## config.mk

```make
export PLATFORM = sky130hd
export DESIGN_NAME = cps_summary
export DESIGN_NICKNAME = d
export VERILOG_FILES = /design/src/rtl/cps_pkg.sv /design/src/rtl/cps_decode.sv /design/src/rtl/cps_find_next.sv /design/src/rtl/cps_summary.sv
export SDC_FILE = /design/constraint.sdc
export NUM_CORES = 1
export LEC_CHECK = 0
export ABC_AREA = 0
export BUFFER_PORTS_ARGS = -buffer_cell sky130_fd_sc_hd__buf_2
export CORE_MARGIN = 2
export CORE_UTILIZATION = 45
export DETAILED_ROUTE_END_ITERATION = 6
export PLACE_DENSITY = 0.65
export SETUP_SLACK_MARGIN = 0.2
export SLEW_MARGIN = 20
export SYNTH_ARGS = -nofsm -noshare
export SYNTH_HDL_FRONTEND = slang
export SYNTH_SLANG_ARGS = --single-unit
```

## constraint.sdc

```tcl
create_clock -name clk_i -period 2 [get_ports clk_i]
set_input_delay 0.2 -clock clk_i [delete_from_list [all_inputs] [get_ports clk_i]]
set_output_delay 0.2 -clock clk_i [all_outputs]
set_load 0.02 [all_outputs]
```

## src/rtl/cps_pkg.sv

```systemverilog
`timescale 1ns/1ps
package cps_pkg;
    // default geometry: 128 KiB of memory split into 4 KiB regions
    localparam int unsigned DEF_ADDR_W       = 17;
    localparam int unsigned DEF_REGION_SHIFT = 12;

    // per-region update request produced by the decoder
    typedef struct packed {
        logic set_hit;
        logic clr_hit;
    } upd_t;
endpackage

```

## src/rtl/cps_decode.sv

```systemverilog
`timescale 1ns/1ps
module cps_decode
    import cps_pkg::*;
#(
    parameter int unsigned NUM_REGIONS = 32,
    parameter int unsigned IDX_W       = 5
) (
    input  logic             wr_set_i,
    input  logic [IDX_W-1:0] wr_region_i,
    input  logic             clr_i,
    input  logic [IDX_W-1:0] clr_region_i,
    output upd_t             upd_o [NUM_REGIONS]
);
    for (genvar g = 0; g < NUM_REGIONS; g++) begin : g_region
        assign upd_o[g].set_hit = wr_set_i && (wr_region_i == IDX_W'(g));
        assign upd_o[g].clr_hit = clr_i    && (clr_region_i == IDX_W'(g));
    end
endmodule

```

## src/rtl/cps_find_next.sv

```systemverilog
`timescale 1ns/1ps
module cps_find_next #(
    parameter int unsigned NUM_REGIONS = 32,
    parameter int unsigned IDX_W       = 5
) (
    input  logic [NUM_REGIONS-1:0] present_i,
    input  logic [IDX_W-1:0]       from_i,
    output logic                   found_o,
    output logic [IDX_W-1:0]       index_o
);
    logic [NUM_REGIONS-1:0] masked;

    for (genvar g = 0; g < NUM_REGIONS; g++) begin : g_mask
        assign masked[g] = present_i[g] && (IDX_W'(g) >= from_i);
    end

    always_comb begin
        index_o = '0;
        for (int i = NUM_REGIONS - 1; i >= 0; i--) begin
            if (masked[i]) begin
                index_o = IDX_W'(i);
            end
        end
        found_o = |masked;
    end
endmodule

```

## src/rtl/cps_summary.sv

```systemverilog
`timescale 1ns/1ps
module cps_summary
    import cps_pkg::*;
#(
    parameter int unsigned ADDR_W       = DEF_ADDR_W,
    parameter int unsigned REGION_SHIFT = DEF_REGION_SHIFT,
    localparam int unsigned IDX_W       = ADDR_W - REGION_SHIFT,
    localparam int unsigned NUM_REGIONS = 1 << IDX_W
) (
    input  logic              clk_i,
    input  logic              rst_ni,
    input  logic              tag_wr_valid_i,
    input  logic [ADDR_W-1:0] tag_wr_addr_i,
    input  logic              tag_wr_tag_i,
    input  logic              clr_valid_i,
    input  logic [IDX_W-1:0]  clr_region_i,
    input  logic [ADDR_W-1:0] query_addr_i,
    output logic              query_hit_o,
    input  logic [IDX_W-1:0]  next_from_i,
    output logic              next_valid_o,
    output logic [IDX_W-1:0]  next_region_o
);
    typedef struct packed {
        logic [NUM_REGIONS-1:0] present;
    } state_t;

    state_t state_d, state_q;

    logic [IDX_W-1:0] wr_region;
    logic [IDX_W-1:0] query_region;
    logic             wr_set;
    upd_t             upd [NUM_REGIONS];
    logic [NUM_REGIONS-1:0] present_vec;

    assign wr_region    = IDX_W'(tag_wr_addr_i >> REGION_SHIFT);
    assign query_region = IDX_W'(query_addr_i >> REGION_SHIFT);
    assign wr_set       = tag_wr_valid_i && tag_wr_tag_i;
    assign present_vec  = state_q.present;

    cps_decode #(
        .NUM_REGIONS(NUM_REGIONS),
        .IDX_W      (IDX_W)
    ) u_decode (
        .wr_set_i    (wr_set),
        .wr_region_i (wr_region),
        .clr_i       (clr_valid_i),
        .clr_region_i(clr_region_i),
        .upd_o       (upd)
    );

    // next-state: a set on a region beats a clear on that region
    always_comb begin
        state_d = state_q;
        for (int i = 0; i < NUM_REGIONS; i++) begin
            if (upd[i].set_hit) begin
                state_d.present[i] = 1'b1;
            end else if (upd[i].clr_hit) begin
                state_d.present[i] = 1'b0;
            end
        end
    end

    always_ff @(posedge clk_i or negedge rst_ni) begin
        if (!rst_ni) begin
            state_q <= '0;
        end else begin
            state_q <= state_d;
        end
    end

    assign query_hit_o = present_vec[query_region];

    cps_find_next #(
        .NUM_REGIONS(NUM_REGIONS),
        .IDX_W      (IDX_W)
    ) u_find (
        .present_i(present_vec),
        .from_i   (next_from_i),
        .found_o  (next_valid_o),
        .index_o  (next_region_o)
    );
endmodule

```

==> results.tsv, run 1 <==
metric	value	unit
H-tree depth	2	
status	finished with violations	
Final min period	2.31	ns
Non-Filler Instances	463	
synth warn	0	
initial antenna violation count	0	
f_max	432	MHz
Levels on crit path	4	
placed instance area	3120	um2
chip width	78.0	um
max_slew headroom	54.1	%
startpoint types	flop	
Seq cells post-synth	32	
mux cell area share after synthesis	9.58	%
failing checks	negative setup slack	
die area	6090	um2
compound-gate portion of the synthesized area	32.9	%
max_cap viols	0	
Static Leak	1.47	nW
pre-CTS setup slack	-0.168	ns
largest family of logic cells by synthesized area	compound AO/OA/AOI/OAI gates	
Layout Nets	441	
design area	3510	um2
Slew Limit Fails	0	
total negative slack	-1.21	ns
RSZ-0062 raised after global routing	true	
Synth Area in XOR/XNOR	0	%
Hold Path Depth	3	
CTS Root Cell	clkbuf_8	
TritonCTS clock tree	done	
final setup fails	6	
GR Overflow Total	0	
syn_area_per_cell	8.22	um2
CP Max Fanout	5	
commonest non-fill, non-tap cells in the layout	71 x o21ai_0, 66 x buf_4, 31 x dfrtp_1, 23 x buf_2, 21 x nand2_1	
Crit-path slowest cell	mux4_2	
CP Cell Sequence	mux4_2 -> mux4_2 -> mux2_4 -> buf_6	
Num CTS Buffers	5	
initial core utilization	47.4	%
Syn-to-layout area delta	42.3	%
Ports	56	
Mapped Area	2470	um2
routed vias/inst	6.04	
Seq/Total Area, Yosys	32.5	%
Residual DRC	0	
crit share post-route	116	%
number of enable flip-flop cells after synthesis	0	
final hold vios	0	
syn nets	349	
pin count of the biggest net entering global routing	33	
crit-path leading delay family	multiplexers	
worst r2r path cells	3	
wire length of the first global-routing pass	12.9	mm
Required @ worst endpoint	1.80	ns
pwr/cell area	842	nW/um2
layout cells sized above 1	40.2	%
DR iter-0 viols	288	
Vias	2796	
adder-cell share of the synthesized area	0.406	%
synth unique cells	48	
Mapped Cells	300	
Clock Path Buffers	2	
Final Worst Setup Slack	-0.314	ns
clock-pin slew on the worst setup and hold paths	0.07	ns
die height	78.0	um
Tightest Hold Check Type	input port to flop	
Total GRT Usage	27.1	%
vias in the first global route	2636	
Setup Crit Path Kind	flop to output pin	
placed insts	446	
GP Congestion	0.905	
simple-gate area share of the yosys netlist	19.7	%
Cell Rows	26	
drt pass-1 iters	4	
Max stage delay on crit path	0.48	ns
Worst-Margin Slew	0.688	ns
Skew-Pair Late Insertion Delay	0.29	ns
Peak VDD IR	0.775	mV
FILL cells	472	
Setup Skew	0	ns
Core Area	5200	um2
crit-path most repeated cell	mux4_2	
DP Wirelength	5.99	mm
Crit path arrival time	2.11	ns
IO Port Bufs	31	
Buf/Inv on CP	1	
Routed Antenna Nets	0	
diode count	0	
clock sinks	32	
asr flop ratio synth	100	%
R2R setup slack	1.16	ns
drt total wl	7.81	mm
critical path endpoint category	output pin	
max FFs per register	32	
post-DR wirelength/cell	16.9	um
top_reg_cell synth	dfrtp_1	
commonest non-fill, non-tap cell in the layout	o21ai_0	
==> logic make-up after synthesis <==
| group | count (synthesis) |
|---|---|
| flops | 32 |
| compound gates | 136 |
| fa+ha+maj | 1 |
| mux | 11 |
| simple gates | 96 |
| buf+inv | 24 |
==> power by group <==
part	switching, W	internal, W
combinational	0.000706	0.000779
clock	0.000239	0.000369
sequential	0.0000966	0.000768
total	0.00104	0.00192
==> final timing paths <==
path                                    from         endpoint
setup / recovery             present_vec[11]      query_hit_o
hold / removal             tag_wr_addr_i[14]  present_vec[15]
setup reg to reg              present_vec[5]   present_vec[5]
hold reg to reg              present_vec[10]  present_vec[10]
max in group asynchronous             rst_ni  present_vec[11]
min in group asynchronous             rst_ni  present_vec[20]
==> routing by layer <==
metal	vias to the layer above	track usage, %	share of wire, %
met4	0	9.47	1.9
met2	85	43.6	48
met1	1372	38.2	46
met3	11	3.22	4.1
li1	1328	-	-
met5	-	0	0
==> worst min-delay path: stages <==
cell and delay (ns):
buf_2 0.12, nand3_1 0.12, o21ai_0 0.08
==> synth_stat cells, types with 2 or more instances <==
cell type   n  area share (%)
a211oi_1    6             1.8
a21boi_0    3            0.91
a21oi_1    16             3.2
a22oi_1     2            0.61
a31o_2      2            0.71
a31oi_1     3            0.76
and3_1      4             1.0
buf_2       3            0.61
buf_4       6             1.8
clkbuf_1    6            0.91
dfrtp_1    32              32
inv_1       8             1.2
mux4_2     10             9.1
nand2_1    22             3.3
nand2b_1    7             1.8
nand3_1    20             4.1
nand3b_1    2            0.61
nand4_1     5             1.3
nor2_1     17             2.6
nor2b_1     8             2.0
nor3_1      2            0.41
nor4_1      2            0.51
o211ai_1    8             2.4
o21ai_0    74              15
o21ai_1     3            0.61
o2bb2ai_1   2            0.71
o311ai_0    2            0.71
o31ai_1     2            0.61
or2_2       4             1.0
==> through the flow <==
step	util (%)	power, W	hold slack (ns)
after floorplan	-	0.00157	-0.0956
after global placement	59.9	0.00204	0.271
after detailed placement	59.9	0.00207	0.277
after CTS	65.3	0.00284	0.277
after global routing	67.5	0.00314	0.310
final	67.5	0.00296	0.282
==> repair_timing <==
action / in CTS / in global routing
gates resized for setup: 35 / 24
pin swaps: 15 / 5
setup buffers: 6 / 2
setup endpoints to repair: 7 / 7
hold buffers: 1 / 0
cloned: 0 / 0
endpoints found under the hold margin: 32 / 0
==> layout make-up <==
type	count	area (um2)	share of cell area, %
flip-flops and latches	32	802	22.8
multi-input cells	244	1740	49.7
clock inverters	2	35.0	0.998
inverters	8	30.0	0.855
well taps	70	87.6	2.49
clock buffers	6	72.6	2.07
repair buffers	101	741	21.1
No activity file was read; power rests on OpenSTA's default activity.
==> inputs of run 2 (changes only) <==
--- a/config.mk
+++ b/config.mk
@@ -9,8 +9,10 @@
 export BUFFER_PORTS_ARGS = -buffer_cell sky130_fd_sc_hd__buf_2
 export CORE_MARGIN = 2
 export CORE_UTILIZATION = 45
+export CTS_CLUSTER_DIAMETER = 40
 export DETAILED_ROUTE_END_ITERATION = 6
 export PLACE_DENSITY = 0.65
+export REMOVE_ABC_BUFFERS = 1
 export SETUP_SLACK_MARGIN = 0.2
 export SLEW_MARGIN = 20
 export SYNTH_ARGS = -nofsm -noshare
==> results.tsv, run 2 (synthesized netlist as in run 1, its figures left out) <==
metric	value	unit	change
status	finished with violations		unchanged
failing checks	negative setup slack		unchanged
Residual DRC	0		unchanged
Required @ worst endpoint	1.80	ns	about the same
PnR Total Power	0.00281	W	was 0.00296 W
clock sinks	32		unchanged
Final Worst Setup Slack	-0.320	ns	was -0.314 ns
final setup fails	7		was 6
Clock Path Buffers	2		unchanged
reg2reg start	present_vec[1]		was present_vec[5]
GP Congestion	0.906		was 0.905
routed vias/inst	6.17		was 6.04
Vias	2824		was 2796
worst hold margin	0.299	ns	was 0.282 ns
startpoint types	flop		unchanged
Sw Pwr	0.00102	W	was 0.00104 W
post-DR wirelength/cell	17.9	um	was 16.9 um
wire length of the first global-routing pass	13.4	mm	was 12.9 mm
Worst-Margin Slew	0.683	ns	was 0.688 ns
max FFs per register	32		unchanged
uppermost layer routed	met4		unchanged
FILL cells	462		was 472
Ports	56		unchanged
CP Capture Point	query_hit_o		unchanged
Setup Crit Path Kind	flop to output pin		unchanged
final hold vios	0		unchanged
clock-pin slew on the worst setup and hold paths	0.06	ns	was 0.07 ns
Peak VDD IR	0.727	mV	was 0.775 mV
utilization after layout	65.8	%	was 67.5%
die height	78.0	um	unchanged
RSZ-0062 raised after global routing	true		unchanged
Core Area	5200	um2	unchanged
Slew Limit Fails	0		unchanged
commonest non-fill, non-tap cells in the layout	71 x o21ai_0, 62 x buf_4, 30 x dfrtp_1, 22 x nand2_1, 22 x buf_2		was 71 x o21ai_0, 66 x buf_4, 31 x dfrtp_1, 23 x buf_2, 21 x nand2_1
Total GRT Usage	28.2	%	was 27.1%
Crit path arrival time	2.12	ns	was 2.11 ns
worst r2r path cells	3		unchanged
Crit Reg-Reg Endpoint	present_vec[1]		was present_vec[5]
commonest non-fill, non-tap cell in the layout	o21ai_0		unchanged
WL met3	556	um	was 323 um
combinational share of power	50.0	%	was 50.2%
TritonCTS clock tree	done		unchanged
Final min period	2.32	ns	was 2.31 ns
sw frac	36.2	%	was 35.2%
H-tree depth	2		unchanged
Tightest Hold Check Type	input port to flop		unchanged
R2R setup slack	1.12	ns	was 1.16 ns
max_cap viols	0		unchanged
Layout Nets	437		was 441
chip width	78.0	um	unchanged
Sequential Power Share	31.0	%	was 29.2%
DP Wirelength	6.20	mm	was 5.99 mm
drt total wl	8.21	mm	was 7.81 mm
Syn-to-layout area delta	38.9	%	was 42.3%
CTS Root Cell	clkbuf_8		unchanged
critical path endpoint category	output pin		unchanged
Routed Antenna Nets	0		unchanged
DR iter-0 viols	304		was 288
Worst Setup SP	present_vec[11]		unchanged
Cell Rows	26		unchanged
Post-Route M1 WL	3.43	mm	was 3.61 mm
GR Overflow Total	0		unchanged
Internal	0.00179	W	was 0.00192 W
initial core utilization	47.4	%	unchanged
clock network power share	19.0	%	was 20.6%
Detail Route met2 WL	4.10	mm	was 3.73 mm
max_slew headroom	54.5	%	was 54.1%
Static Leak	1.43	nW	was 1.47 nW
crit share post-route	116	%	about the same
die area	6090	um2	unchanged
Num CTS Buffers	5		unchanged
layout cells sized above 1	38.4	%	was 40.2%
initial antenna violation count	0		unchanged
IO Port Bufs	31		unchanged
Skew-Pair Late Insertion Delay	0.28	ns	was 0.29 ns
diode count	0		unchanged
pin count of the biggest net entering global routing	33		unchanged
f_max	431	MHz	was 432 MHz
Setup Skew	0	ns	unchanged
drt pass-1 iters	5		was 4
CP Max Fanout	4		was 5
pwr/cell area	821	nW/um2	was 842 nW/um2
vias in the first global route	2739		was 2636
-- run 2: cell count changes in the layout (fill, tap and decap cells not counted), moves of 2 or more --
cell      before  now
buf_12         0    2
buf_4         66   62
buf_6         10    7
clkbuf_4       1    3
clkbuf_8       5    7
-- run 2: how the worst min path moves through the flow --
| stage | from | end | slack, ns | cells past startpoint |
|---|---|---|---|---|
| after floorplan | rst_ni | present_vec[0] | -0.1 | 0 |
| after global placement | rst_ni | present_vec[2] | 0.27 | 1 |
| after detailed placement | rst_ni | present_vec[3] | 0.28 | 1 |
| after CTS | tag_wr_addr_i[14] | present_vec[13] | 0.30 | 3 |
| after global routing | tag_wr_addr_i[14] | present_vec[13] | 0.31 | 3 |
| final | tag_wr_addr_i[14] | present_vec[30] | 0.30 | 3 |
-- run 2: power groups by stage --
| stage | clock, W | sequential [W] | combinational, W |
|---|---|---|---|
| 2_1_floorplan | 0 | 0.000863 | 0.000618 |
| 3_3_place_gp | 0 | 0.000868 | 0.00113 |
| 3_5_place_dp | 0 | 0.000878 | 0.00115 |
| 4_1_cts | 0.000535 | 0.000866 | 0.00132 |
| 5_1_grt | 0.000574 | 0.000885 | 0.00152 |
| 6_report | 0.000535 | 0.000872 | 0.00141 |
-- run 2: final cells by class --
cell class	count	area (um2)	share of cell area, %
multi-input combinational	244	1680	49.0
sequential	32	803	23.4
clock buffer	7	96.3	2.81
tap	70	87.6	2.56
inverter	8	33.8	0.986
timing repair buffer	97	727	21.2
-- run 2: metal layers --
metal	GRT usage, %	vias up
met2	49.0	127
met3	3.22	14
li1	-	1316
met5	0	-
met1	37.1	1367
met4	8.60	0
-- run 2: per-stage QoR --
stage	cell area, um2	setup TNS [ns]	setup WS [ns]	instances
2_1_floorplan	2370	-0.0556	-0.0556	284
3_3_place_gp	3080	-0.672	-0.172	443
3_5_place_dp	3080	-0.754	-0.198	443
4_1_cts	3350	-1.21	-0.301	456
5_1_grt	3430	-1.69	-0.344	458
6_report	3430	-1.25	-0.320	458
-- run 2: timing repair --
item                                   4_1_cts  5_1_grt
hold buffers                                 1        0
setup buffers                                5        2
endpoints found under the hold margin       32        0
cloned                                       0        0
setup endpoints to repair                    7        7
gates resized for setup                     38       18
pin swaps                                   12        7
-- run 2: critical path, cell delays in order (launching register included) --
cell and delay, ns:
dfrtp_2 0.45, mux4_2 0.47, mux4_2 0.49, mux2_4 0.29
buf_6 0.13
==> inputs of run 3 (changes only) <==
==> constraint.sdc (replaced) <==
create_clock -name clk_i -period 2 [get_ports clk_i]
set_input_delay 0.3 -clock clk_i [delete_from_list [all_inputs] [get_ports clk_i]]
set_output_delay 0.3 -clock clk_i [all_outputs]
set_load 0.02 [all_outputs]
==> results.tsv, run 3 (synthesized netlist as in run 1, its figures left out) <==
metric	value	unit	change
diode count	0		unchanged
startpoint types	flop		unchanged
Tightest Hold Check Type	input port to async pin		was input port to flop
GP Congestion	0.951		was 0.906
post-DR wirelength/cell	17.6	um	was 17.9 um
RSZ-0062 raised after global routing	true		unchanged
Setup Skew	0	ns	unchanged
status	finished with violations		unchanged
drt pass-1 iters	5		unchanged
drt total wl	8.37	mm	was 8.21 mm
pwr/cell area	848	nW/um2	was 821 nW/um2
layout cells sized above 1	41.2	%	was 38.4%
max FFs per register	32		unchanged
failing checks	negative setup slack		unchanged
CP Max Fanout	5		was 4
f_max	413	MHz	was 431 MHz
placed instance area	3180	um2	was 3080 um2
Cell Rows	26		unchanged
DP Wirelength	6.32	mm	was 6.20 mm
Num CTS Buffers	5		unchanged
vias in the first global route	2807		was 2739
initial core utilization	47.4	%	unchanged
Clock Path Buffers	2		unchanged
Total GRT Usage	28.6	%	was 28.2%
PnR Total Power	0.00303	W	was 0.00281 W
grt met1 use	37.8	%	was 37.1%
Crit path arrival time	2.12	ns	about the same
utilization after layout	68.6	%	was 65.8%
Core Area	5200	um2	unchanged
Final Worst Setup Slack	-0.423	ns	was -0.320 ns
chip width	78.0	um	unchanged
met2 GRT Util	49.2	%	was 49.0%
commonest non-fill, non-tap cell in the layout	buf_4		was o21ai_0
met3 GRT Util	2.87	%	was 3.22%
CTS Root Cell	clkbuf_8		unchanged
TritonCTS clock tree	done		unchanged
die area	6090	um2	unchanged
Slew Limit Fails	0		unchanged
Syn-to-layout area delta	44.6	%	was 38.9%
pin count of the biggest net entering global routing	33		unchanged
max_slew headroom	53.2	%	was 54.5%
Layout Nets	453		was 437
H-tree depth	2		unchanged
Final min period	2.42	ns	was 2.32 ns
initial antenna violation count	0		unchanged
commonest non-fill, non-tap cells in the layout	85 x buf_4, 71 x o21ai_0, 31 x dfrtp_1, 22 x nand2_1, 21 x buf_2		was 71 x o21ai_0, 62 x buf_4, 30 x dfrtp_1, 22 x nand2_1, 22 x buf_2
DR iter-0 viols	272		was 304
Skew-Pair Late Insertion Delay	0.29	ns	was 0.28 ns
critical path endpoint category	output pin		unchanged
die height	78.0	um	unchanged
total negative slack	-2.10	ns	was -1.25 ns
global-route layer with the greatest usage	met2		unchanged
final hold vios	0		unchanged
GR Overflow Total	0		unchanged
crit share post-route	121	%	was 116%
design area	3570	um2	was 3430 um2
FILL cells	441		was 462
wire length of the first global-routing pass	13.7	mm	was 13.4 mm
clock sinks	32		unchanged
Setup Crit Path Kind	flop to output pin		unchanged
Residual DRC	0		unchanged
Vias	2950		was 2824
final setup fails	7		unchanged
Required @ worst endpoint	1.70	ns	was 1.80 ns
routed vias/inst	6.21		was 6.17
IO Port Bufs	31		unchanged
Routed Antenna Nets	0		unchanged
Peak VDD IR	0.900	mV	was 0.727 mV
Worst-Margin Slew	0.702	ns	was 0.683 ns
Ports	56		unchanged
max_cap viols	0		unchanged
Static Leak	1.53	nW	was 1.43 nW
clock-pin slew on the worst setup and hold paths	0.06	ns	about the same
-- run 3: cell count changes in the layout (fill, tap and decap cells not counted), sizes merged --
cell         delta
clkbuf          -3
dlygate4sd3     -1
bufinv          +1
buf            +20
-- run 3: where the power goes --
part / leakage, nW / switching (W) / internal [W]
sequential: 0.414 / 0.0000943 / 0.000768
clock: 0.0645 / 0.000244 / 0.000439
combinational: 1.05 / 0.000709 / 0.000773
-- run 3: worst paths after layout --
path / cells past startpoint / start / to / slack [ns]
max: 4 / present_vec[11] / query_hit_o / -0.42
min: 1 / rst_ni / present_vec[6] / 0.06
max reg2reg: 4 / present_vec[16] / present_vec[16] / 1.05
min reg2reg: 2 / present_vec[12] / present_vec[12] / 0.57
max in group asynchronous: 1 / rst_ni / present_vec[11] / 1.46
min in group clk_i: 3 / tag_wr_addr_i[14] / present_vec[30] / 0.38
-- run 3: what timing repair did --
action	4_1_cts	5_1_grt
setup buffers	8	1
hold buffers	0	0
gates resized for setup	40	15
setup endpoints to repair	7	7
pin swaps	16	4
-- run 3: critical path: stages (launching register included) --
cell	delay, ns
dfrtp_2	0.45
mux4_2	0.47
mux4_2	0.50
mux2_4	0.29
buf_6	0.13
-- run 3: final cells by class --
type / instances / area, um2 / area share (%)
Tap cell: 70 / 87.6 / 2.45
Multi-Input combinational cell: 244 / 1690 / 47.3
Clock buffer: 7 / 96.3 / 2.70
Clock inverter: 1 / 30.0 / 0.842
Inverter: 8 / 33.8 / 0.947
Timing Repair Buffer: 113 / 831 / 23.3
Sequential cell: 32 / 802 / 22.5
-- run 3: through the flow --
stage | hold slack (ns) | setup slack [ns] | std cells
after floorplan | 0.00441 | -0.156 | 284
after global placement | 0.374 | -0.343 | 458
final | 0.0567 | -0.423 | 475
after detailed placement | 0.383 | -0.393 | 458
after global routing | 0.120 | -0.447 | 475
after CTS | 0.0754 | -0.422 | 474
-- run 3: layer usage --
layer	vias to the layer above	wire, um
met1	1395	3490
met5	-	0
li1	1362	-
met3	27	600
met2	166	4040
met4	0	228
